File: config.mk
export PLATFORM = sky130hd
export DESIGN_NAME = alias_regfile
export DESIGN_NICKNAME = d
export VERILOG_FILES = /design/src/rtl/alias_rf_pkg.sv /design/src/rtl/rf_slice_decode.sv /design/src/rtl/rf_read_extract.sv /design/src/rtl/rf_write_merge.sv /design/src/rtl/rf_entry.sv /design/src/rtl/alias_regfile.sv
export SDC_FILE = /design/constraint.sdc
export NUM_CORES = 1
export LEC_CHECK = 0
export BUFFER_PORTS_ARGS = -buffer_cell sky130_fd_sc_hd__buf_2
export CORE_MARGIN = 3
export CORE_UTILIZATION = 34
export CTS_CLUSTER_SIZE = 8
export DETAILED_ROUTE_END_ITERATION = 8
export PLACE_DENSITY = 0.55
export SLEW_MARGIN = 5
export SYNTH_ARGS = -nofsm -noshare
export SYNTH_HDL_FRONTEND = slang
export SYNTH_SLANG_ARGS = --single-unit
File: constraint.sdc
create_clock -name clk_i -period 1.6 [get_ports clk_i]
set_clock_uncertainty 0.1 [all_clocks]
set_input_delay 0.08 -clock clk_i [delete_from_list [all_inputs] [get_ports clk_i]]
set_output_delay 0.08 -clock clk_i [all_outputs]
set_load 0.01 [all_outputs]
File: src/rtl/alias_rf_pkg.sv
package alias_rf_pkg;
  localparam int unsigned BYTE_W = 8;
  localparam int unsigned WORD_W = 16;

  typedef enum logic [1:0] {
    SZ_BYTE  = 2'b00,
    SZ_WORD  = 2'b01,
    SZ_FULL  = 2'b10,
    SZ_FULL2 = 2'b11
  } acc_size_e;
endpackage

File: src/rtl/rf_slice_decode.sv
module rf_slice_decode
  import alias_rf_pkg::*;
#(
  parameter int unsigned NUM_REGS = 8,
  parameter int unsigned DATA_W   = 32,
  localparam int unsigned IDX_W   = $clog2(NUM_REGS),
  localparam int unsigned SH_W    = $clog2(DATA_W)
) (
  input  logic [IDX_W-1:0]  sel_i,
  input  logic [1:0]        size_i,
  output logic [IDX_W-1:0]  phys_o,
  output logic [DATA_W-1:0] mask_o,
  output logic [SH_W-1:0]   shift_o
);
  localparam logic [DATA_W-1:0] BYTE_MASK = DATA_W'({BYTE_W{1'b1}});
  localparam logic [DATA_W-1:0] WORD_MASK = DATA_W'({WORD_W{1'b1}});

  always_comb begin
    phys_o  = sel_i;
    shift_o = '0;
    mask_o  = '1;
    unique case (acc_size_e'(size_i))
      SZ_BYTE: begin
        // upper half of selector space aliases high bytes of lower half
        phys_o = {1'b0, sel_i[IDX_W-2:0]};
        if (sel_i[IDX_W-1]) shift_o = SH_W'(BYTE_W);
        mask_o = BYTE_MASK << shift_o;
      end
      SZ_WORD:  mask_o = WORD_MASK;
      default: ;
    endcase
  end
endmodule

File: src/rtl/rf_read_extract.sv
module rf_read_extract #(
  parameter int unsigned DATA_W = 32,
  localparam int unsigned SH_W  = $clog2(DATA_W)
) (
  input  logic [DATA_W-1:0] word_i,
  input  logic [DATA_W-1:0] mask_i,
  input  logic [SH_W-1:0]   shift_i,
  output logic [DATA_W-1:0] data_o
);
  assign data_o = (word_i & mask_i) >> shift_i;
endmodule

File: src/rtl/rf_write_merge.sv
module rf_write_merge #(
  parameter int unsigned DATA_W = 32,
  localparam int unsigned SH_W  = $clog2(DATA_W)
) (
  input  logic [DATA_W-1:0] old_i,
  input  logic [DATA_W-1:0] wdata_i,
  input  logic [DATA_W-1:0] mask_i,
  input  logic [SH_W-1:0]   shift_i,
  output logic [DATA_W-1:0] new_o
);
  assign new_o = (old_i & ~mask_i) | ((wdata_i << shift_i) & mask_i);
endmodule

File: src/rtl/rf_entry.sv
module rf_entry #(
  parameter int unsigned DATA_W = 32
) (
  input  logic              clk_i,
  input  logic              rst_ni,
  input  logic              en_i,
  input  logic [DATA_W-1:0] d_i,
  output logic [DATA_W-1:0] q_o
);
  always_ff @(posedge clk_i or negedge rst_ni) begin
    if (!rst_ni)   q_o <= '0;
    else if (en_i) q_o <= d_i;
  end
endmodule

File: src/rtl/alias_regfile.sv
module alias_regfile #(
  parameter int unsigned NUM_REGS = 8,
  parameter int unsigned DATA_W   = 32,
  localparam int unsigned IDX_W   = $clog2(NUM_REGS),
  localparam int unsigned SH_W    = $clog2(DATA_W)
) (
  input  logic              clk_i,
  input  logic              rst_ni,
  input  logic              we_i,
  input  logic [IDX_W-1:0]  wsel_i,
  input  logic [1:0]        wsize_i,
  input  logic [DATA_W-1:0] wdata_i,
  input  logic [IDX_W-1:0]  ra_sel_i,
  input  logic [1:0]        ra_size_i,
  output logic [DATA_W-1:0] ra_data_o,
  input  logic [IDX_W-1:0]  rb_sel_i,
  input  logic [1:0]        rb_size_i,
  output logic [DATA_W-1:0] rb_data_o
);
  logic [DATA_W-1:0] regs_q [NUM_REGS];

  logic [IDX_W-1:0]  w_phys, a_phys, b_phys;
  logic [DATA_W-1:0] w_mask, a_mask, b_mask;
  logic [SH_W-1:0]   w_shift, a_shift, b_shift;
  logic [DATA_W-1:0] w_merged;

  rf_slice_decode #(.NUM_REGS(NUM_REGS), .DATA_W(DATA_W)) u_dec_w (
    .sel_i(wsel_i), .size_i(wsize_i),
    .phys_o(w_phys), .mask_o(w_mask), .shift_o(w_shift));
  rf_slice_decode #(.NUM_REGS(NUM_REGS), .DATA_W(DATA_W)) u_dec_a (
    .sel_i(ra_sel_i), .size_i(ra_size_i),
    .phys_o(a_phys), .mask_o(a_mask), .shift_o(a_shift));
  rf_slice_decode #(.NUM_REGS(NUM_REGS), .DATA_W(DATA_W)) u_dec_b (
    .sel_i(rb_sel_i), .size_i(rb_size_i),
    .phys_o(b_phys), .mask_o(b_mask), .shift_o(b_shift));

  rf_write_merge #(.DATA_W(DATA_W)) u_merge (
    .old_i(regs_q[w_phys]), .wdata_i(wdata_i),
    .mask_i(w_mask), .shift_i(w_shift), .new_o(w_merged));

  for (genvar g = 0; g < NUM_REGS; g++) begin : g_reg
    rf_entry #(.DATA_W(DATA_W)) u_entry (
      .clk_i (clk_i),
      .rst_ni(rst_ni),
      .en_i  (we_i && (w_phys == IDX_W'(g))),
      .d_i   (w_merged),
      .q_o   (regs_q[g])
    );
  end

  rf_read_extract #(.DATA_W(DATA_W)) u_rd_a (
    .word_i(regs_q[a_phys]), .mask_i(a_mask), .shift_i(a_shift), .data_o(ra_data_o));
  rf_read_extract #(.DATA_W(DATA_W)) u_rd_b (
    .word_i(regs_q[b_phys]), .mask_i(b_mask), .shift_i(b_shift), .data_o(rb_data_o));
endmodule

# Word level (Yosys, flattened, before mapping)
# Index checks and enable logic that the tools add are counted.
# W data, S select, Z words.
totals:
  register_bits: 256
  in_bits: 50
classes:
  magnitude_cmp: 3
  eq_ne: 10
  shift: 6
  n_mux: 24
  bitwise_logic: 9
  reduce_logical: 12
op_table:
  columns: ["operator", "n"]
  rows:
  - ["$bmux W32 S3", 3]
  - ["$mux W32", 6]
  - ["$pmux W32 S2", 3]
  - ["$and A32 B32 Y32", 4]
  - ["$shl A8 B5 Y32 const A", 3]
  - ["$shr A32 B5 Y32", 2]
  - ["$not A32 Y32", 1]
  - ["$or A32 B32 Y32", 1]
  - ["$shl A32 B5 Y32", 1]
  - ["$mux W5", 6]
  - ["$eq A3 B3 Y1 const B", 4]
  - ["$ge A4 B4 Y1 const B", 3]
  - ["$mux W4", 3]
  - ["$not A3 Y4", 3]
  - ["$mux W3", 3]
  - ["$logic_and A1 B1 Y1", 8]
  - ["$eq A2 B1 Y1 const B", 3]
  - ["$eq A3 B2 Y1 const B", 2]
  - ["$logic_not A2 Y1", 3]
  - ["$eq A3 B1 Y1 const B", 1]
  - ["$logic_not A3 Y1", 1]

# Longest topological paths before layout
logic_depth:
  depth_word: 8
  ltp_mapped: 8
  depth_no_buf: 3

# Cells and area by module
# From an unflattened synthesis, not the netlist that was laid out.
hier_totals:
  hier_cells: 1864
  hier_area_um2: 23895.4
modules_own_cells:
  columns: ["module", "instances", "cells_each", "area_each_um2"]
  rows:
  - ["rf_entry", 8, 68, 1345.0]
  - ["alias_regfile", 1, 356, 5804.3]
  - ["rf_read_extract", 2, 291, 2094.5]
  - ["rf_write_merge", 1, 259, 2240.9]
  - ["rf_slice_decode", 3, 41, 300.3]

# Worst setup path before layout
# No wires, ideal clock.
synth_timing:
  path_kind: "input -> register"
  startpoint: "input port wsel_i[1]"
  endpoint: "register g_reg[0].u_entry.q_o[5]"
  arrival_time_ns: 1.398
  slack_ns: -0.023
  stages: 6
  n_path_buf: 3
  path_cell_list: "buf_2 -> nor2_1 -> and3_1 -> buf_2 -> buf_2 -> mux2_2"
synth_between:
  elab_chain_cells: 7
  word_cells_on_any_way: 9
  cone_classes: "4 x mux; 3 x bitwise; 2 x reduce/logical"
synth_rtl:
  columns: ["item", "line", "source"]
  rows:
  - ["start: declaration", "alias_regfile.sv:10", "input logic [IDX_W-1:0] wsel_i,"]
  - ["$mux W3 (*)", "rf_slice_decode.sv:22", "unique case (acc_size_e'(size_i))"]
  - ["$not A3 Y4 (implied by the code)", "alias_regfile.sv:38", ".old_i(regs_q[w_phys]), .wdata_i(wdata_i),"]
  - ["$bmux W32 S3", "alias_regfile.sv:38", null]
  - ["$mux W32 (implied by the code) (2 in a row)", "alias_regfile.sv:38", null]
  - ["$and A32 B32 Y32", "rf_write_merge.sv:11", "assign new_o = (old_i & ~mask_i) | ((wdata_i << shift_i) & mask_i);"]
  - ["$or A32 B32 Y32", "rf_write_merge.sv:11", null]
  - ["end signal: assignment", "rf_entry.sv:12", "else if (en_i) q_o <= d_i;"]
  - ["end: declaration", "rf_entry.sv:8", "output logic [DATA_W-1:0] q_o"]
# Mark *: on every way between the ends. The rest lies on a longest branch, timed or not. The select of a mux whose other input is x is not followed.
# A chain may end at the register's enable or synchronous reset.

# Worst setup path in the final report
layout_timing:
  startpoint: "register g_reg[3].u_entry.q_o[12]"
  endpoint: "output port ra_data_o[12]"
layout_between:
  elab_chain_cells: 5
layout_rtl:
  columns: ["item", "line", "source"]
  rows:
  - ["start: declaration", "rf_entry.sv:8", null]
  - ["start signal: assignment", "rf_entry.sv:12", null]
  - ["$bmux W32 S3", "alias_regfile.sv:52", ".word_i(regs_q[a_phys]), .mask_i(a_mask), .shift_i(a_shift), .data_o(ra_data_o));"]
  - ["$mux W32 (implied by the code) (2 in a row)", "alias_regfile.sv:52", null]
  - ["$and A32 B32 Y32", "rf_read_extract.sv:10", "assign data_o = (word_i & mask_i) >> shift_i;"]
  - ["$shr A32 B5 Y32", "rf_read_extract.sv:10", null]
  - ["end: declaration", "alias_regfile.sv:15", "output logic [DATA_W-1:0] ra_data_o,"]
# Every way passes these cells. The select of a mux whose other input is x is not followed.

==> impl_summary.md <==
Outcome
The flow ran to the end, but the final reports show violations. The checks that failed: negative setup slack.

Setup path
The family with the most delay on the worst path is multiplexers. The critical path goes through mux4_2 -> mux2i_1 -> buf_4 -> nor2_2 -> buf_2. The number of buffer and inverter stages on the critical path is 2. The arrival time of the worst setup path is 2.02 ns. The startpoint identified for the worst register-to-register timing path is g_reg[3].u_entry.q_o[5]$_DFFE_PN0P_. The biggest fanout along the worst timing path is 3.

The worst setup path category is flop to primary output. The library cell contributing the largest single delay on the critical path is mux4_2. In this design, the stage delay of the slowest critical-path cell is 0.55 ns. The worst setup path is launched from a flop. STA classifies the critical path endpoint as a primary output. The worst setup path startpoint is g_reg[3].u_entry.q_o[12]$_DFFE_PN0P_. At the worst endpoint, the required time is 1.42 ns.

Floorplan
The starting utilization of the core area is 34.6%. The area of the placeable core is 0.0456 mm². The number of primary I/O pins is 114. The floorplan die area is 0.0490 mm². The die is 221 µm wide. The number of placement rows is 78. The die height is 221 µm.

STA
The number of max-slew violations in the final report was 0. Setup repair after global routing could not meet its margin everywhere. The post-route clock period utilization is 137%.

The final worst slack is -0.600 ns. The aggregate negative setup slack is -33.27 ns. The final-report setup violation count is 128. The final hold violation count is 0. Measured against its own limit, the worst slew margin works out to 59.2%.

For the pin with the worst max-slew slack, the measured transition is 0.612 ns. The final critical-path required period is 2.20 ns. The maximum achievable frequency is 455 MHz.

Final layout
The layout-stage area growth over the synthesis result is 35.5%. Ranked by flip-flop count, first place goes to g.u_entry.q_o. The register with the most flip-flops in the layout has 256 of them.

The footprint of the flip-flops and latches is 0.00641 mm². The final standard cell count with taps included and fillers excluded is 2,150. The fraction of final layout cells sized beyond drive strength 1 is 52.2%. At the end of the flow, the number of nets in the layout was 1,592. In the final layout, the registers with the most flip-flops are g.u_entry.q_o (256). The area occupied by multi-input gates is 0.00948 mm². The post-route standard cell area excluding fillers is 0.0213 mm².

Fill cells in the final layout number 4,036.

Synthesis
The warning count from the yosys run is 0. The number of library cell types mapped by synthesis is 31. The post-synthesis instance area is 0.0158 mm². Sequential cells were found to cover 40.7% of the synthesized design area.

The number of synthesized register bits is 256. The mean instance size in the synthesized netlist is 12.9 µm². The number of nets in the synthesized netlist is 1,268. Synthesis produced a netlist whose cell count is 1,218.

Global route
The first global-routing pass estimated 85.5 mm of wire. The number of antenna violations at the first check in global routing was 6. For this run, the total global-route usage over all layers was measured as 22.5%. The pin count of the biggest net entering global routing is 65. The via count of the first global-routing pass is 13.5k. Global routing finished with a remaining overflow of 0.

CTS
The TritonCTS clock tree is done. The maximum count of clock buffers along a single path is 3. The CTS clock-pin slew for the worst setup and hold paths is 0.05 ns.

The CTS H-tree depth is 2. The clock sink total is 256. The tree is rooted in a clkbuf_16. The TritonCTS buffer count is 38. The clock latency on the worst-skew pair is 0.54 ns.

Route
Dividing the detail-routed via count by the number of cells gives 6.01. The average wire per standard cell is 26.1 µm. Across all layers, the routed design uses 12.9k vias. The detailed-routing iteration count for the pre-antenna-repair pass is 5. In the routed design, unresolved DRC markers number 0.

The total detailed-routing wirelength is 56.1 mm. The detail route stage leaves a number of antenna-violating nets equal to 0. The starting DRC count in detailed routing is 1,246.

Placed design
The congestion estimate from routability-driven global placement came to 0.876. The placed instance area is 0.0188 mm². The instance count after placement with tap cells included is 2,028.

The post-DP HPWL is 37.7 mm. Port buffering added 113 buffers.

Min path
The classification of the worst-slack hold path is input port to flop. The worst hold path begins at wsel_i[1].

Power
The leakage power is 8.79 nW. The areal power density over the cells is 1230 mW/mm². The sum of internal, switching and leakage power is 26.3 mW. IR analysis of the VDD net gives a maximum drop of 0.684 mV.

Run
The tool flagged a number of max-cap violations equal to 0.
## synthesized netlist by cell type
master / n / area share, %
and2_1: 1 / 0.040
a211o_1: 8 / 0.44
dfrtp_1: 256 / 41
a31oi_1: 64 / 2.5
nand2b_1: 3 / 0.12
o21ai_1: 1 / 0.032
buf_1: 6 / 0.14
mux4_2: 176 / 25
mux2i_1: 96 / 6.1
nor2b_1: 34 / 1.3
o211ai_2: 1 / 0.079
nor2_1: 37 / 0.88
o2bb2ai_1: 32 / 1.8
nand2_1: 1 / 0.024
nor2_2: 1 / 0.040
o21ai_0: 128 / 4.1
buf_4: 1 / 0.048
clkbuf_1: 56 / 1.3
buf_2: 61 / 1.9
mux2_2: 99 / 7.1
o21bai_1: 8 / 0.38
nand3_1: 4 / 0.13
nor2_4: 1 / 0.071
nor3b_4: 1 / 0.12
buf_6: 8 / 0.57
or2_2: 4 / 0.16
inv_1: 1 / 0.024
nand4_1: 32 / 1.3
and3_1: 4 / 0.16
mux2_4: 5 / 0.48
a21oi_1: 88 / 2.8
## final timing paths
| path | end | slack [ns] | depth (start not counted) |
|---|---|---|---|
| hold reg to reg | g_reg[6].u_entry.q_o[8]$_DFFE_PN0P_ | 0.42 | 1 |
| hold / removal | g_reg[7].u_entry.q_o[26]$_DFFE_PN0P_ | 0.15 | 5 |
| min in group asynchronous | g_reg[2].u_entry.q_o[30]$_DFFE_PN0P_ | 0.48 | 3 |
| setup / recovery | ra_data_o[12] | -0.60 | 5 |
| setup reg to reg | g_reg[5].u_entry.q_o[5]$_DFFE_PN0P_ | -0.08 | 3 |
| max in group asynchronous | g_reg[2].u_entry.q_o[1]$_DFFE_PN0P_ | 0.27 | 4 |
## through the flow
step | utilization (%) | worst slack (ns) | hold WS [ns]
floorplan | - | -0.0109 | -0.316
global placement | 41.3 | -0.336 | -0.0705
detailed placement | 41.3 | -0.291 | -0.0709
CTS | 45.7 | -0.623 | 0.124
global route | 46.8 | -0.656 | 0.159
finish | 46.8 | -0.600 | 0.148
## timing repair
item | in CTS | in global routing
endpoints found under the setup margin | 132 | 220
pin swaps | 15 | 34
setup buffers | 29 | 16
endpoints found under the hold margin | 500 | 0
resized for setup | 92 | 117
hold buffers | 35 | 0
## kinds of logic after synthesis
group	Yosys count	synth area share [%]
flops	256	40.7
buf+inv	133	4.06
compound gates	330	12.1
simple gates	123	4.36
mux	376	38.8
## cell type report
type | count | share of cell area [%]
multi-input combinational | 829 | 44.4
timing repair buffer | 416 | 17.2
tap | 600 | 3.52
clock inverter | 3 | 0.158
inverter | 1 | 0.0176
sequential | 256 | 30.0
clock buffer | 42 | 4.72
antenna | 3 | 0.0352
## worst min-delay path, delay by kind of cell
family          cells  cell delay [ns]
compound gates      2             0.15
simple gates        1             0.16
buf+inv             2             0.35
## power by group
| group | switching [mW] | internal (mW) |
|---|---|---|
| Combinational | 3.89 | 5.45 |
| Clock | 3.02 | 4.41 |
| Sequential | 1.42 | 8.14 |
## cell usage in the layout (no fill, tap or decap), types with 8 or more instances in the layout
| cell | synthesis | final |
|---|---|---|
| dfrtp_1 | 256 | 256 |
| buf_4 | 1 | 202 |
| mux4_2 | 176 | 176 |
| buf_2 | 61 | 107 |
| o21ai_0 | 128 | 105 |
| a31oi_1 | 64 | 64 |
| mux2_4 | 5 | 62 |
| mux2i_1 | 96 | 59 |
| buf_12 | 0 | 51 |
| a21oi_1 | 88 | 48 |
| mux2_2 | 99 | 42 |
| a21oi_2 | 0 | 39 |
| clkbuf_16 | 0 | 39 |
| dlygate4sd3_1 | 0 | 35 |
| nor2_1 | 37 | 33 |
| nand4_1 | 32 | 32 |
| nor2b_1 | 34 | 31 |
| o2bb2ai_1 | 32 | 24 |
| o21ai_1 | 1 | 22 |
| buf_6 | 8 | 20 |
| mux2i_2 | 0 | 19 |
| mux2i_4 | 0 | 18 |
| a211o_1 | 8 | 8 |
| o21bai_1 | 8 | 8 |
| o2bb2ai_2 | 0 | 8 |
## layer usage
metal  track usage [%]  wire [µm]  vias to the layer above
li1                  -          -                     5488
met1              31.0      23000                     6739
met2              36.6      27400                      595
met3              4.26       4210                      103
met4              6.38       1470                        2
met5                 0         13                        -
Note: power is estimated with default switching activity, not from simulation.
